[src/rtl/iacu_pkg.sv]
package iacu_pkg;
   localparam int FUNC_W = 7;

   typedef enum logic [3:0] {
      K_ADD  = 4'd0,
      K_SUB  = 4'd1,
      K_CEQ  = 4'd2,
      K_CLT  = 4'd3,
      K_CLE  = 4'd4,
      K_CULT = 4'd5,
      K_CULE = 4'd6,
      K_BGE  = 4'd7,
      K_BAD  = 4'd8
   } kind_e;

   typedef struct packed {
      kind_e      kind;
      logic       lw;
      logic [1:0] shamt;
      logic       chk;
   } ctl_t;
endpackage

[src/rtl/iacu_decode.sv]
module iacu_decode
   import iacu_pkg::*;
(
   input  logic [FUNC_W-1:0] func,
   output ctl_t              ctl
);
   function automatic ctl_t mk(kind_e k, logic l, logic [1:0] s, logic c);
      ctl_t t;
      t.kind  = k;
      t.lw    = l;
      t.shamt = s;
      t.chk   = c;
      return t;
   endfunction

   always_comb begin
      unique case (func)
         7'h00: ctl = mk(K_ADD, 1'b1, 2'd0, 1'b0);
         7'h02: ctl = mk(K_ADD, 1'b1, 2'd2, 1'b0);
         7'h12: ctl = mk(K_ADD, 1'b1, 2'd3, 1'b0);
         7'h20: ctl = mk(K_ADD, 1'b0, 2'd0, 1'b0);
         7'h22: ctl = mk(K_ADD, 1'b0, 2'd2, 1'b0);
         7'h32: ctl = mk(K_ADD, 1'b0, 2'd3, 1'b0);
         7'h40: ctl = mk(K_ADD, 1'b1, 2'd0, 1'b1);
         7'h60: ctl = mk(K_ADD, 1'b0, 2'd0, 1'b1);
         7'h09: ctl = mk(K_SUB, 1'b1, 2'd0, 1'b0);
         7'h0b: ctl = mk(K_SUB, 1'b1, 2'd2, 1'b0);
         7'h1b: ctl = mk(K_SUB, 1'b1, 2'd3, 1'b0);
         7'h29: ctl = mk(K_SUB, 1'b0, 2'd0, 1'b0);
         7'h2b: ctl = mk(K_SUB, 1'b0, 2'd2, 1'b0);
         7'h3b: ctl = mk(K_SUB, 1'b0, 2'd3, 1'b0);
         7'h49: ctl = mk(K_SUB, 1'b1, 2'd0, 1'b1);
         7'h69: ctl = mk(K_SUB, 1'b0, 2'd0, 1'b1);
         7'h2d: ctl = mk(K_CEQ, 1'b0, 2'd0, 1'b0);
         7'h4d: ctl = mk(K_CLT, 1'b0, 2'd0, 1'b0);
         7'h6d: ctl = mk(K_CLE, 1'b0, 2'd0, 1'b0);
         7'h1d: ctl = mk(K_CULT, 1'b0, 2'd0, 1'b0);
         7'h3d: ctl = mk(K_CULE, 1'b0, 2'd0, 1'b0);
         7'h0f: ctl = mk(K_BGE, 1'b0, 2'd0, 1'b0);
         default: ctl = mk(K_BAD, 1'b0, 2'd0, 1'b0);
      endcase
   end
endmodule

[src/rtl/iacu_addsub.sv]
module iacu_addsub #(
   parameter int DATA_W = 64,
   parameter int WORD_W = 32
) (
   input  logic [DATA_W-1:0] a,
   input  logic [DATA_W-1:0] b,
   input  logic              sub,
   input  logic              lw,
   input  logic [1:0]        shamt,
   input  logic              chk,
   output logic [DATA_W-1:0] res,
   output logic              ovf
);
   localparam int EXT_W = DATA_W - WORD_W;

   logic [DATA_W-1:0] a_q, r_q;
   logic [WORD_W-1:0] a_l, r_l;
   logic              sa, sb, sr, signs_hit;

   // Separate narrow path: its carry chain stops at bit WORD_W-1.
   always_comb begin
      a_q = a << shamt;
      a_l = a[WORD_W-1:0] << shamt;
      r_q = sub ? (a_q - b) : (a_q + b);
      r_l = sub ? (a_l - b[WORD_W-1:0]) : (a_l + b[WORD_W-1:0]);
   end

   always_comb begin
      if (lw) begin
         res = {{EXT_W{r_l[WORD_W-1]}}, r_l};
         sa  = a[WORD_W-1];
         sb  = b[WORD_W-1];
         sr  = r_l[WORD_W-1];
      end else begin
         res = r_q;
         sa  = a[DATA_W-1];
         sb  = b[DATA_W-1];
         sr  = r_q[DATA_W-1];
      end
      signs_hit = sub ? (sa != sb) : (sa == sb);
      ovf       = chk & signs_hit & (sr != sa);
   end
endmodule

[src/rtl/iacu_cmp.sv]
module iacu_cmp
   import iacu_pkg::*;
#(
   parameter int DATA_W = 64
) (
   input  logic [DATA_W-1:0] a,
   input  logic [DATA_W-1:0] b,
   input  kind_e             kind,
   output logic [DATA_W-1:0] res
);
   logic eq, lt_s, lt_u, hit;

   always_comb begin
      eq   = (a == b);
      lt_s = ($signed(a) < $signed(b));
      lt_u = (a < b);
      unique case (kind)
         K_CEQ:   hit = eq;
         K_CLT:   hit = lt_s;
         K_CLE:   hit = lt_s | eq;
         K_CULT:  hit = lt_u;
         K_CULE:  hit = lt_u | eq;
         default: hit = 1'b0;
      endcase
      res = {{(DATA_W-1){1'b0}}, hit};
   end
endmodule

[src/rtl/iacu_bytecmp.sv]
module iacu_bytecmp #(
   parameter int DATA_W = 64,
   parameter int LANE_W = 8
) (
   input  logic [DATA_W-1:0] a,
   input  logic [DATA_W-1:0] b,
   output logic [DATA_W-1:0] res
);
   localparam int LANES = DATA_W / LANE_W;

   logic [LANES-1:0] mask;

   for (genvar i = 0; i < LANES; i++) begin : g_lane
      assign mask[i] = (a[i*LANE_W +: LANE_W] >= b[i*LANE_W +: LANE_W]);
   end

   assign res = {{(DATA_W-LANES){1'b0}}, mask};
endmodule

[src/rtl/iacu_top.sv]
module iacu_top
   import iacu_pkg::*;
#(
   parameter int DATA_W = 64,
   parameter int WORD_W = 32,
   parameter int LANE_W = 8
) (
   input  logic [DATA_W-1:0] opa,
   input  logic [DATA_W-1:0] opb,
   input  logic [FUNC_W-1:0] func,
   output logic [DATA_W-1:0] result,
   output logic              ovf_trap,
   output logic              bad_func
);
   localparam int LANES = DATA_W / LANE_W;

   if (DATA_W % LANE_W != 0) begin : g_chk_lane
      $error("DATA_W must be a whole number of lanes");
   end
   if (WORD_W >= DATA_W || WORD_W < 2) begin : g_chk_word
      $error("WORD_W must lie between 2 and DATA_W-1");
   end
   if (LANES > DATA_W - 1) begin : g_chk_cnt
      $error("lane count must leave room for zero upper bits");
   end

   ctl_t              ctl;
   logic [DATA_W-1:0] as_res, cmp_res, bge_res;
   logic              as_ovf;

   iacu_decode u_dec (
      .func (func),
      .ctl  (ctl)
   );

   iacu_addsub #(.DATA_W(DATA_W), .WORD_W(WORD_W)) u_as (
      .a     (opa),
      .b     (opb),
      .sub   (ctl.kind == K_SUB),
      .lw    (ctl.lw),
      .shamt (ctl.shamt),
      .chk   (ctl.chk),
      .res   (as_res),
      .ovf   (as_ovf)
   );

   iacu_cmp #(.DATA_W(DATA_W)) u_cmp (
      .a    (opa),
      .b    (opb),
      .kind (ctl.kind),
      .res  (cmp_res)
   );

   iacu_bytecmp #(.DATA_W(DATA_W), .LANE_W(LANE_W)) u_bge (
      .a   (opa),
      .b   (opb),
      .res (bge_res)
   );

   always_comb begin
      result   = '0;
      ovf_trap = 1'b0;
      bad_func = 1'b0;
      unique case (ctl.kind)
         K_ADD, K_SUB: begin
            result   = as_res;
            ovf_trap = as_ovf;
         end
         K_CEQ, K_CLT, K_CLE, K_CULT, K_CULE: result = cmp_res;
         K_BGE:   result = bge_res;
         default: bad_func = 1'b1;
      endcase
   end
endmodule

[config.mk]
export PLATFORM = sky130hd
export DESIGN_NAME = iacu_top
export DESIGN_NICKNAME = d
export VERILOG_FILES = /design/src/rtl/iacu_pkg.sv /design/src/rtl/iacu_decode.sv /design/src/rtl/iacu_addsub.sv /design/src/rtl/iacu_cmp.sv /design/src/rtl/iacu_bytecmp.sv /design/src/rtl/iacu_top.sv
export SDC_FILE = /design/constraint.sdc
export NUM_CORES = 1
export LEC_CHECK = 0
export ABC_AREA = 1
export CORE_ASPECT_RATIO = 1.2
export CORE_MARGIN = 2
export CORE_UTILIZATION = 60
export DETAILED_ROUTE_END_ITERATION = 10
export MAX_ROUTING_LAYER = met4
export PLACE_DENSITY = 0.88
export SLEW_MARGIN = 5
export SYNTH_ARGS = -nofsm -noshare
export SYNTH_HDL_FRONTEND = slang
export SYNTH_HIERARCHICAL = 1
export SYNTH_SLANG_ARGS = --single-unit
export TNS_END_PERCENT = 20
[constraint.sdc]
create_clock -name vclk -period 7.3
set_clock_uncertainty 0.15 [all_clocks]
set_input_delay 1.095 -clock vclk [all_inputs]
set_output_delay 1.095 -clock vclk [all_outputs]
set_load 0.02 [all_outputs]
==> results.md <==
- Most frequent cells in the layout: nand2_1, inv_1, nor2_1, nand3_1, ha_1
- CP max stage delay: just under 0.6 ns
- Syn-to-layout area delta: 17.67%
- Status: finished clean
- CP max-delay cell: clkdlybuf4s50_1
- Synth area leader: nand2_1
- Setup CP Type: in2out
- Initial antenna violation count: 0
- Req. time, crit path: around 6 ns
- Placed cells: between 3000 and 4000
- Synth Area in Simple Gates: between 40% and 50%
- Pwr dens: ~78 nW/um^2
- Largest family of logic cells by synthesized area: simple AND/OR/NAND/NOR gates
- Synthesized area per cell: between 5 and 6 sq um
- Initial Utilization: about three fifths
- I/O Pins: roughly 200
- Reg area: 0 sq um
- First-pass GRT wire length: around 87 mm
- Residual DRC: 0
- Synth Area in Compound Gates: between 10% and 20%
- Max-slew violation count: 0
- Antenna Nets Post-Route: 0
- Fillers: between 2000 and 2500
- Power Total: 1.410 mW
- Core area: approximately 25000 sq um
- Footprint of the multi-input gates: about 13000 sq um
- # diodes: 0
- CP endpoint kind: output pin
- Synth Instances: 2884
- Critical path launch point type: primary input
- Worst Path Buf+Inv: 9
- GRT Total Usage: 40.44%
- WL per Instance: approximately 16 microns
- Max Cap Viol: 0
- Hold_ws: around 3.5 ns
- Layout cells sized above 1: roughly 8.4%
- Row count: 64
- Netlist cell types: between 50 and 60
- CP Depth: 35
- Post-Place Cell Area: about 18000 sq um
- Seq_cells: 0
- Routability Congestion: around 1.2
- GRT overflow: 0
- Worst-path fanout max: 20
- Worst Hold Path Cells: 9
- Vias per cell: around 5.5
- Final Routed Wirelength: between 50 and 60 mm
- Final instance area: 18110 sq um
- Tmin final: 7.251 ns
- Headroom to the max-slew limit: about 45%
- WP data arrival: between 6 and 7 ns
- Most frequent cell on the critical path: nand2_1
- Vias in the first global route: 17930
- Largest net degree at the start of global routing: between 60 and 70
- Setup TNS: 0 ns
- Mapped Area: between 15000 and 20000 sq um
- Maximum vdd ir drop: 0.04053 mV
- Non-Filler Instances: around 3500
- Die H: 179.5 microns
- Post-synth top area share: between 20 and 25%
- CLK BUF: 0
- Xor/xnor share of the synthesized area: ~5.4%
- Ys Warns: 6
- Detailed Routing Iterations Pass 1: 6
- Mux share of post-synthesis cell area: approximately 3.6%
- Seq/Total Area, Yosys: 0%
- Post-synthesis adder-cell area fraction: 15.98%
- Via Count: between 15000 and 20000
- Final Hold Vio Count: 0
- HP Class: in2out
- Slew @ Worst Pin: ~0.82 ns
- # hold bufs at CTS: 0
- P_leak: roughly 10 nW
- Die area: 26960 sq um
- Unrepaired setup endpoints after global routing: yes
- Port Buf Inserts: between 200 and 250
- Chip Width: approximately 150 microns
- Synth top area cells: nand2_1, ha_1, inv_1, nand3_1, nor2_1
- DR iter-0 viols: 2044
- HPWL after DPL: around 47 mm
- Commonest non-fill, non-tap cell in the layout: nand2_1
- Delay-heaviest family, CP: simple AND/OR/NAND/NOR gates
- F_max: about 140 MHz
- Fin nets: between 3000 and 4000
- Part of the cycle the worst path needs: 99.33%
- Final setup fails: 0
[cells by family (layout without fill, tap and decap cells)]
logic type / Yosys count / in the layout
and+or+nand+nor: 1497 / 1497
buffers and inverters: 688 / 812
AOI/OAI and AO/OA: 352 / 352
adders and majority gates: 196 / 196
xor gates and xnor gates: 93 / 93
muxes: 56 / 56
other: 2 / 119
[synth_stat cells (26+ instances only)]
| cell | n |
|---|---|
| nand2_1 | 841 |
| inv_1 | 481 |
| nor2_1 | 285 |
| nand3_1 | 215 |
| ha_1 | 195 |
| a21oi_1 | 148 |
| buf_4 | 128 |
| o21ai_0 | 123 |
| xor2_1 | 61 |
| mux2i_1 | 56 |
| nor3_1 | 35 |
| xnor2_1 | 31 |
| nand2_2 | 27 |
| buf_2 | 26 |
[worst paths after layout]
| check | start | to | slack (ns) |
|---|---|---|---|
| hold / removal | opb[63] | ovf_trap | 3.45 |
| setup / recovery | func[1] | result[61] | 0.05 |
[metal layers]
metal  wire length [microns]  vias to the layer above  global-route usage [%]
li1                        -                     9352                       -
met3                    4768                      196                   3.959
met1                   22180                     8405                   49.88
met4                    3423                        0                   19.85
met5                       0                        -                       -
met2                   24600                      972                   65.41
[stage by stage]
| stage | util, % | worst slack [ns] |
|---|---|---|
| 2_1_floorplan | - | 0.9157 |
| 3_3_place_gp | 70.45 | -0.07994 |
| 3_5_place_dp | 70.45 | -0.1249 |
| 4_1_cts | 70.57 | 0.002178 |
| 5_1_grt | 71.36 | -0.3605 |
| 6_report | 71.36 | 0.04904 |
[power breakdown]
| part | internal, mW | switching [mW] |
|---|---|---|
| registers | 0 | 0 |
| logic | 0.542 | 0.868 |
| clock network | 0 | 0 |
| total | 0.542 | 0.868 |
[final cells by class]
cell class	instances	share of cell area, %
multi-input combinational	2313	70.95
tap	330	2.279
timing repair buffer	315	16.47
inverter	497	10.31
[what timing repair did]
action                                  CTS  global route
buffers inserted                          0             1
gates cloned                              0             0
endpoints found under the setup margin   16            47
resized for setup                        12            86
pin swaps                                 0             1
(Power assumes the default switching activity.)
